$ cat config.mk
export PLATFORM = sky130hd
export DESIGN_NAME = prio_irq_ctrl
export DESIGN_NICKNAME = d
export VERILOG_FILES = /design/src/rtl/prio_irq_pkg.sv /design/src/rtl/irq_bus_ctl.sv /design/src/rtl/irq_state_dp.sv /design/src/rtl/prio_irq_ctrl.sv
export SDC_FILE = /design/constraint.sdc
export NUM_CORES = 1
export LEC_CHECK = 0
export CORE_ASPECT_RATIO = 1.4
export CORE_MARGIN = 1
export CORE_UTILIZATION = 45
export CTS_BUF_LIST = sky130_fd_sc_hd__clkbuf_4 sky130_fd_sc_hd__clkbuf_8
export CTS_CLUSTER_SIZE = 16
export DETAILED_ROUTE_END_ITERATION = 7
export HOLD_SLACK_MARGIN = 0.12
export PLACE_DENSITY = 0.67
export SYNTH_ARGS = -nofsm -noshare
export SYNTH_HDL_FRONTEND = slang
export SYNTH_SLANG_ARGS = --single-unit
$ cat constraint.sdc
create_clock -name clk -period 2.9 [get_ports clk]
set_clock_uncertainty 0.05 [all_clocks]
set_input_delay 0.435 -clock clk [delete_from_list [all_inputs] [get_ports clk]]
set_output_delay 0.435 -clock clk [all_outputs]
set_load 0.03 [all_outputs]
$ cat src/rtl/prio_irq_pkg.sv
package prio_irq_pkg;

  typedef enum logic [2:0] {
    RD_ZERO,
    RD_LEVEL,
    RD_PEND,
    RD_FORCE,
    RD_BCAST,
    RD_MASK,
    RD_SLOT
  } rdKind_e;

  // Strobes from the bus decoder to the register datapath.
  typedef struct packed {
    logic       wrLevel;
    logic       wrAlias;
    logic       wrClear;
    logic       wrBcast;
    logic       wrMask;
    logic       wrForce;
    logic       wrSlot;
    logic [3:0] cpu;
    rdKind_e    rdKind;
  } busStrobe_t;

endpackage

$ cat src/rtl/irq_bus_ctl.sv
module irq_bus_ctl
  import prio_irq_pkg::*;
#(
  parameter int NUM_CPU = 2
) (
  input  logic       clk,
  input  logic       rstN,
  input  logic       busSel,
  input  logic       busWr,
  input  logic [7:0] busAddr,
  output busStrobe_t st
);

  logic [3:0] word;
  logic       cpuOk;
  logic       doWr;

  assign word  = busAddr[5:2];
  assign cpuOk = ({28'd0, word} < 32'(NUM_CPU));
  assign doWr  = busSel && busWr;

  always_comb begin
    st        = '0;
    st.cpu    = word;
    st.rdKind = RD_ZERO;
    unique case (busAddr[7:6])
      2'b00: begin
        unique case (word)
          4'd0: begin st.rdKind = RD_LEVEL; st.wrLevel = doWr; end
          4'd1: st.rdKind = RD_PEND;
          4'd2: begin st.rdKind = RD_FORCE; st.cpu = 4'd0; st.wrAlias = doWr; end
          4'd3: st.wrClear = doWr;
          4'd5: begin st.rdKind = RD_BCAST; st.wrBcast = doWr; end
          default: ;
        endcase
      end
      2'b01: if (cpuOk) begin st.rdKind = RD_MASK;  st.wrMask  = doWr; end
      2'b10: if (cpuOk) begin st.rdKind = RD_FORCE; st.wrForce = doWr; end
      default: if (cpuOk) begin st.rdKind = RD_SLOT; st.wrSlot = doWr; end
    endcase
  end

  // at most one register takes a given write
  p_single_target_r11: assert property (@(posedge clk) disable iff (!rstN)
    $onehot0({st.wrLevel, st.wrAlias, st.wrClear, st.wrBcast, st.wrMask, st.wrForce, st.wrSlot}));

endmodule

$ cat src/rtl/irq_state_dp.sv
module irq_state_dp
  import prio_irq_pkg::*;
#(
  parameter int NUM_CPU = 2,
  parameter int LINES   = 16,
  parameter int LW      = $clog2(LINES)
) (
  input  logic                  clk,
  input  logic                  rstN,
  input  busStrobe_t            st,
  input  logic [31:0]           busWdata,
  output logic [31:0]           rdMux,
  input  logic [LINES-1:0]      irqReq,
  input  logic [NUM_CPU-1:0]    ackValid,
  input  logic [NUM_CPU*LW-1:0] ackNum,
  output logic [NUM_CPU*LW-1:0] cpuLevel
);

  localparam int CW    = (NUM_CPU > 1) ? $clog2(NUM_CPU) : 1;
  localparam int SLOTS = 1 << CW;
  localparam logic [LINES-1:0] VALID = {{(LINES-1){1'b1}}, 1'b0};

  logic [LINES-1:0] reqPrev, pendReg, bcastReg, reqRise, ackAll, pendNext, wSet, wClr;
  logic [LINES:0]   levelReg;
  logic [31:0]      maskArr  [SLOTS];
  logic [LINES-1:0] forceArr [SLOTS];
  logic [3:0]       slotArr  [SLOTS];

  function automatic logic [LW-1:0] topBit(input logic [LINES-1:0] v);
    logic [LW-1:0] r;
    r = '0;
    for (int i = 0; i < LINES; i++) if (v[i]) r = LW'(i);
    return r;
  endfunction

  assign reqRise = irqReq & ~reqPrev & VALID;
  assign wSet    = busWdata[LINES-1:0] & VALID;
  assign wClr    = busWdata[2*LINES-1:LINES] & VALID;

  always_comb begin
    ackAll = '0;
    for (int n = 0; n < NUM_CPU; n++)
      if (ackValid[n]) ackAll[ackNum[n*LW +: LW]] = 1'b1;
  end

  // request wins over clear and acknowledge of the same bit
  assign pendNext = (pendReg & ~(st.wrClear ? wSet : '0) & ~ackAll) | (reqRise & ~bcastReg);

  always_ff @(posedge clk or negedge rstN) begin
    if (!rstN) begin
      reqPrev  <= '0;
      pendReg  <= '0;
      levelReg <= '0;
      bcastReg <= '0;
    end else begin
      reqPrev <= irqReq;
      pendReg <= pendNext;
      if (st.wrLevel) levelReg <= busWdata[LINES:0] & {1'b1, VALID};
      if (st.wrBcast) bcastReg <= wSet;
    end
  end

  for (genvar n = 0; n < SLOTS; n++) begin : g_cpu
    if (n < NUM_CPU) begin : g_on
      logic [31:0]      maskR;
      logic [LINES-1:0] forceR, forceNext, activeSet, hiSet;
      logic [3:0]       slotR;
      logic [LW-1:0]    lvlR, ackIdx;

      assign ackIdx    = ackNum[n*LW +: LW];
      assign activeSet = (pendReg | forceR) & maskR[LINES-1:0] & VALID;
      assign hiSet     = activeSet & levelReg[LINES-1:0];

      always_comb begin
        forceNext = forceR;
        if (st.wrAlias && (n == 0)) forceNext = wSet;
        if (st.wrForce && (st.cpu == 4'(n))) forceNext = (forceR | wSet) & ~wClr;
        if (ackValid[n]) forceNext[ackIdx] = 1'b0;
        forceNext = forceNext | (reqRise & bcastReg);
      end

      always_ff @(posedge clk or negedge rstN) begin
        if (!rstN) begin
          maskR  <= '0;
          forceR <= '0;
          slotR  <= '0;
          lvlR   <= '0;
        end else begin
          forceR <= forceNext;
          if (st.wrMask && (st.cpu == 4'(n))) maskR <= busWdata & ~32'd1;
          if (st.wrSlot && (st.cpu == 4'(n))) slotR <= busWdata[3:0];
          lvlR <= topBit((hiSet != '0) ? hiSet : activeSet);
        end
      end

      assign maskArr[n]  = maskR;
      assign forceArr[n] = forceR;
      assign slotArr[n]  = slotR;
      assign cpuLevel[n*LW +: LW] = lvlR;

      // acknowledge drops the line from pending unless it rises again now
      p_ack_clears_r6: assert property (@(posedge clk) disable iff (!rstN)
        (ackValid[n] && !reqRise[ackIdx]) |=> !pendReg[$past(ackIdx)]);

      // empty active set gives level 0 on the next cycle
      p_idle_zero_r4: assert property (@(posedge clk) disable iff (!rstN)
        (activeSet == '0) |=> (lvlR == '0));
    end else begin : g_off
      assign maskArr[n]  = '0;
      assign forceArr[n] = '0;
      assign slotArr[n]  = '0;
    end
  end

  always_comb begin
    unique case (st.rdKind)
      RD_LEVEL: rdMux = 32'(levelReg);
      RD_PEND:  rdMux = 32'(pendReg);
      RD_FORCE: rdMux = 32'(forceArr[st.cpu[CW-1:0]]);
      RD_BCAST: rdMux = 32'(bcastReg);
      RD_MASK:  rdMux = maskArr[st.cpu[CW-1:0]];
      RD_SLOT:  rdMux = 32'(slotArr[st.cpu[CW-1:0]]);
      default:  rdMux = '0;
    endcase
  end

  // reserved bit 0 never held
  p_bit0_zero_r2: assert property (@(posedge clk) disable iff (!rstN)
    !pendReg[0] && !bcastReg[0] && !levelReg[0]);

  // a rising request survives a same-cycle clear
  p_req_wins_r12: assert property (@(posedge clk) disable iff (!rstN)
    ((reqRise & ~bcastReg) != '0) |=>
      ((pendReg & $past(reqRise & ~bcastReg)) == $past(reqRise & ~bcastReg)));

endmodule

$ cat src/rtl/prio_irq_ctrl.sv
module prio_irq_ctrl
  import prio_irq_pkg::*;
#(
  parameter int NUM_CPU = 2,
  parameter int LINES   = 16,
  parameter int LW      = $clog2(LINES)
) (
  input  logic                  clk,
  input  logic                  rstN,
  input  logic                  busSel,
  input  logic                  busWr,
  input  logic [7:0]            busAddr,
  input  logic [31:0]           busWdata,
  output logic [31:0]           busRdata,
  input  logic [LINES-1:0]      irqReq,
  input  logic [NUM_CPU-1:0]    ackValid,
  input  logic [NUM_CPU*LW-1:0] ackNum,
  output logic [NUM_CPU*LW-1:0] cpuLevel
);

  busStrobe_t  st;
  logic [31:0] rdMux;

  irq_bus_ctl #(.NUM_CPU(NUM_CPU)) u_ctl (
    .clk(clk), .rstN(rstN), .busSel(busSel), .busWr(busWr),
    .busAddr(busAddr), .st(st)
  );

  irq_state_dp #(.NUM_CPU(NUM_CPU), .LINES(LINES), .LW(LW)) u_dp (
    .clk(clk), .rstN(rstN), .st(st), .busWdata(busWdata), .rdMux(rdMux),
    .irqReq(irqReq), .ackValid(ackValid), .ackNum(ackNum), .cpuLevel(cpuLevel)
  );

  assign busRdata = busSel ? rdMux : 32'd0;

  // clear and status offsets read as zero
  p_status_zero_r8: assert property (@(posedge clk) disable iff (!rstN)
    (busSel && !busWr && (busAddr[7:2] == 6'd3 || busAddr[7:2] == 6'd4)) |-> (busRdata == 32'd0));

endmodule

==> flow_summary.toml <==
[outcome]
status = "completed"

[place]
io_buffers = 106
gp_congestion = 0.961
hpwl_um = 20900
placed_area_sq_um = 10900

[logic_synthesis]
synth_fp_nets = 929
synth_top_area_cell = "dfrtp_1"
seq_area_frac_synth = 0.475
async_flop_share = 1.00
synth_cells = 859
ys_warn_count = 0
synth_area_sq_um = 9070
synth_area_leaders = "dfrtp_1 (47%), mux2_2 (14%), nand2_1 (4.2%), o211ai_1 (3.6%), a21oi_1 (3.5%)"
synth_top_area_frac = 0.475
synthFlopType = "dfrtp_1"
synth_cell_type_count = 60
synth_edf_count = 0
synth.ff_latch_count = 172
postSynthAreaPerCell_sq_um = 10.6

[sta]
drv_slew = 0
finalSetupViolations = 0
hold_viol = 0
maxSlewHeadroom = 0.521
whs_ns = 0.405
final.setup.tns_ns = 0
max_freq_ghz = 0.352
finalCritPeriodShare = 0.979
period_minus_slack_ns = 2.84
worst_pin_slew_ns = 0.717

[die]
dieArea_sq_um = 20700
rows = 61
pin_count = 110
die_h_um = 170
coreArea_sq_um = 19800
die_w_um = 122
initial_core_util = 0.457

[worst_setup_path]
crit_family = "buffers and inverters"
path_buf_inv = 5
setup.worst_path.end_class = "output port"
path_max_fanout = 10
cp.required_ns = 2.41
worstPathCellList = "clkdlybuf4s50_1 > buf_4 > nor4_2 > buf_6 > buf_12 > a222oi_1 > a21oi_1 > buf_12"
critical_path_depth = 8
r2r_cells = 8
critPathMaxStageDelay_ns = 0.51
slowest_stage = "clkdlybuf4s50_1"
startpoint_type = "input port"
crit_type = "input port to output port"
cpMostUsedCell = "buf_12"
worstPathArrival_ns = 2.35

[final_layout]
stdcell_area_sq_um = 11300
mostFrequentLayoutCells = "dfrtp_1 (172), mux2_2 (113), nand2_1 (101), clkdlybuf4s50_1 (72), buf_4 (61)"
regArea_sq_um = 4300
drive_above_1_share = 0.267
layout_commonest_cell = "dfrtp_1"
insertedDiodeCount = 0
area_growth_syn_to_layout_pct = 24.5
final_nets = 1068
multi_input_area_sq_um = 4610
fill_cells = 1786

[route]
wl_met2_um = 14400
routed_via_density = 6.29
drt.antenna.violating_nets = 0
drt-met1-wl_um = 11300
routed-via-count = 7942
wl_um = 29100
drtPass1Iterations = 7
wl_met3_um = 1720
drtIter0Drc = 614
highest_layer = "met4"
wl_per_cell_um = 23.0
drc = 0

[clock_tree]
cts_tree = "built"
clk_latency_ns = 0.48
cts_buffers = 17
cts_buffer_depth = 2
htree_levels = 4
path_clk_slew_ns = 0.09
cts.sinks = 172
cts-root-buf = "clkbuf_8"
post_cts_buffers = 0

[run]
cap_violations = 0

[global_routing]
grt_max_degree = 62
grt_usage = 0.296
grt.overflow.total = 0
antenna_found_initial = 0
grt_pass1_vias = 7934
grt_pass1_wl_um = 45500

[power_and_ir_drop]
p_total_uw = 6060
irDropWorstVdd_mv = 0.254
p_leak_uw = 0.00484
p_per_area_nw_per_um2 = 537

[worst_hold_path]
whs_path_depth = 1
worstHoldPathType = "input port to flip-flop"
## cell usage after synthesis (2+ instances only)
library cell  number
a211oi_1           2
a21oi_1           64
a222oi_1          15
a22oi_1            3
and2_1             5
and3_1             4
buf_1              4
buf_2             14
clkbuf_1          18
dfrtp_1          172
inv_1              6
mux2_1             2
mux2_2           113
mux2i_1           29
mux4_2             3
nand2_1          101
nand2b_1          18
nand3_1           16
nand3b_1          16
nand4_1           21
nor2_1            50
nor2b_1            6
nor3_1             3
nor3b_1            3
nor4_1             3
nor4_2             3
o2111ai_1          4
o211a_1            2
o211ai_1          44
o211ai_2           3
o21ai_0           48
o21ai_1           12
o221a_2           12
o221ai_1          12
o221ai_2           2
or2_2              2
## final cells by class
cell class / instances / area share
Inverter: 6 / 0.00199
Clock buffer: 19 / 0.0232
Sequential cell: 172 / 0.381
Clock inverter: 13 / 0.0104
Multi-Input combinational cell: 642 / 0.409
Tap cell: 252 / 0.0279
Timing Repair Buffer: 159 / 0.147
## cell families after synthesis
kind of cell           count (synthesis)  share of synthesized area
AOI/OAI and AO/OA                    236                      0.179
buffers and inverters                 45                     0.0219
DFF                                  172                      0.475
muxes                                147                      0.182
and+or+nand+nor                      259                      0.142
## worst register-to-register path, cell delays in order (launching register included)
cell and delay [ns]:
dfrtp_1 0.48, o211ai_1 0.33, o2111ai_1 0.19, nor2_1 0.23
and2_2 0.37, o221ai_1 0.23, and2_1 0.22, o211a_1 0.13
o31ai_1 0.32
## layer usage
layer	up-vias	GRT usage
li1	3530	-
met1	3913	0.361
met2	406	0.490
met3	93	0.0442
met4	0	0.181
met5	-	0
## report_power, final
| part | internal, uW | switching (uW) | total (uW) |
|---|---|---|---|
| clock network | 727 | 921 | 1650 |
| registers | 2740 | 343 | 3080 |
| logic | 629 | 702 | 1330 |
## per-stage QoR
stage	setup WS, ns	utilization	std cells
6_report	0.0610	0.569	1263
2_1_floorplan	0.220	-	859
4_1_cts	0.00326	0.568	1263
5_1_grt	-0.0131	0.569	1263
3_5_place_dp	0.0167	0.548	1230
3_3_place_gp	0.0193	0.548	1230
## worst paths after layout
kind                            slack, ns                      endpoint                          from
worst max-delay path                 0.06                  busRdata[11]                    busAddr[7]
worst max register to register       0.20    u_dp.g_cpu[0].g_on.lvlR[2]               u_dp.pendReg[3]
worst min register to register       0.44  u_dp.g_cpu[1].g_on.forceR[0]  u_dp.g_cpu[1].g_on.forceR[0]
worst min-delay path                 0.40               u_dp.reqPrev[2]                     irqReq[2]
max in group asynchronous            1.52  u_dp.g_cpu[0].g_on.maskR[16]                          rstN
min in group asynchronous            0.44              u_dp.bcastReg[8]                          rstN
## state kept, by name, summed over array words and instances (netlist names)
signal                  flops
u_dp.bcastReg              15
u_dp.g_cpu.g_on.forceR     32
u_dp.g_cpu.g_on.lvlR        8
u_dp.g_cpu.g_on.maskR      62
u_dp.g_cpu.g_on.slotR       8
u_dp.levelReg              16
u_dp.pendReg               16
u_dp.reqPrev               15
## repair_timing
action                                  4_1_cts  5_1_grt
hold endpoints to repair                     53        0
gates resized for setup                       0        8
endpoints found under the setup margin        0       24
hold buffers                                  1        0
Note: power is estimated with default switching activity, not from simulation.
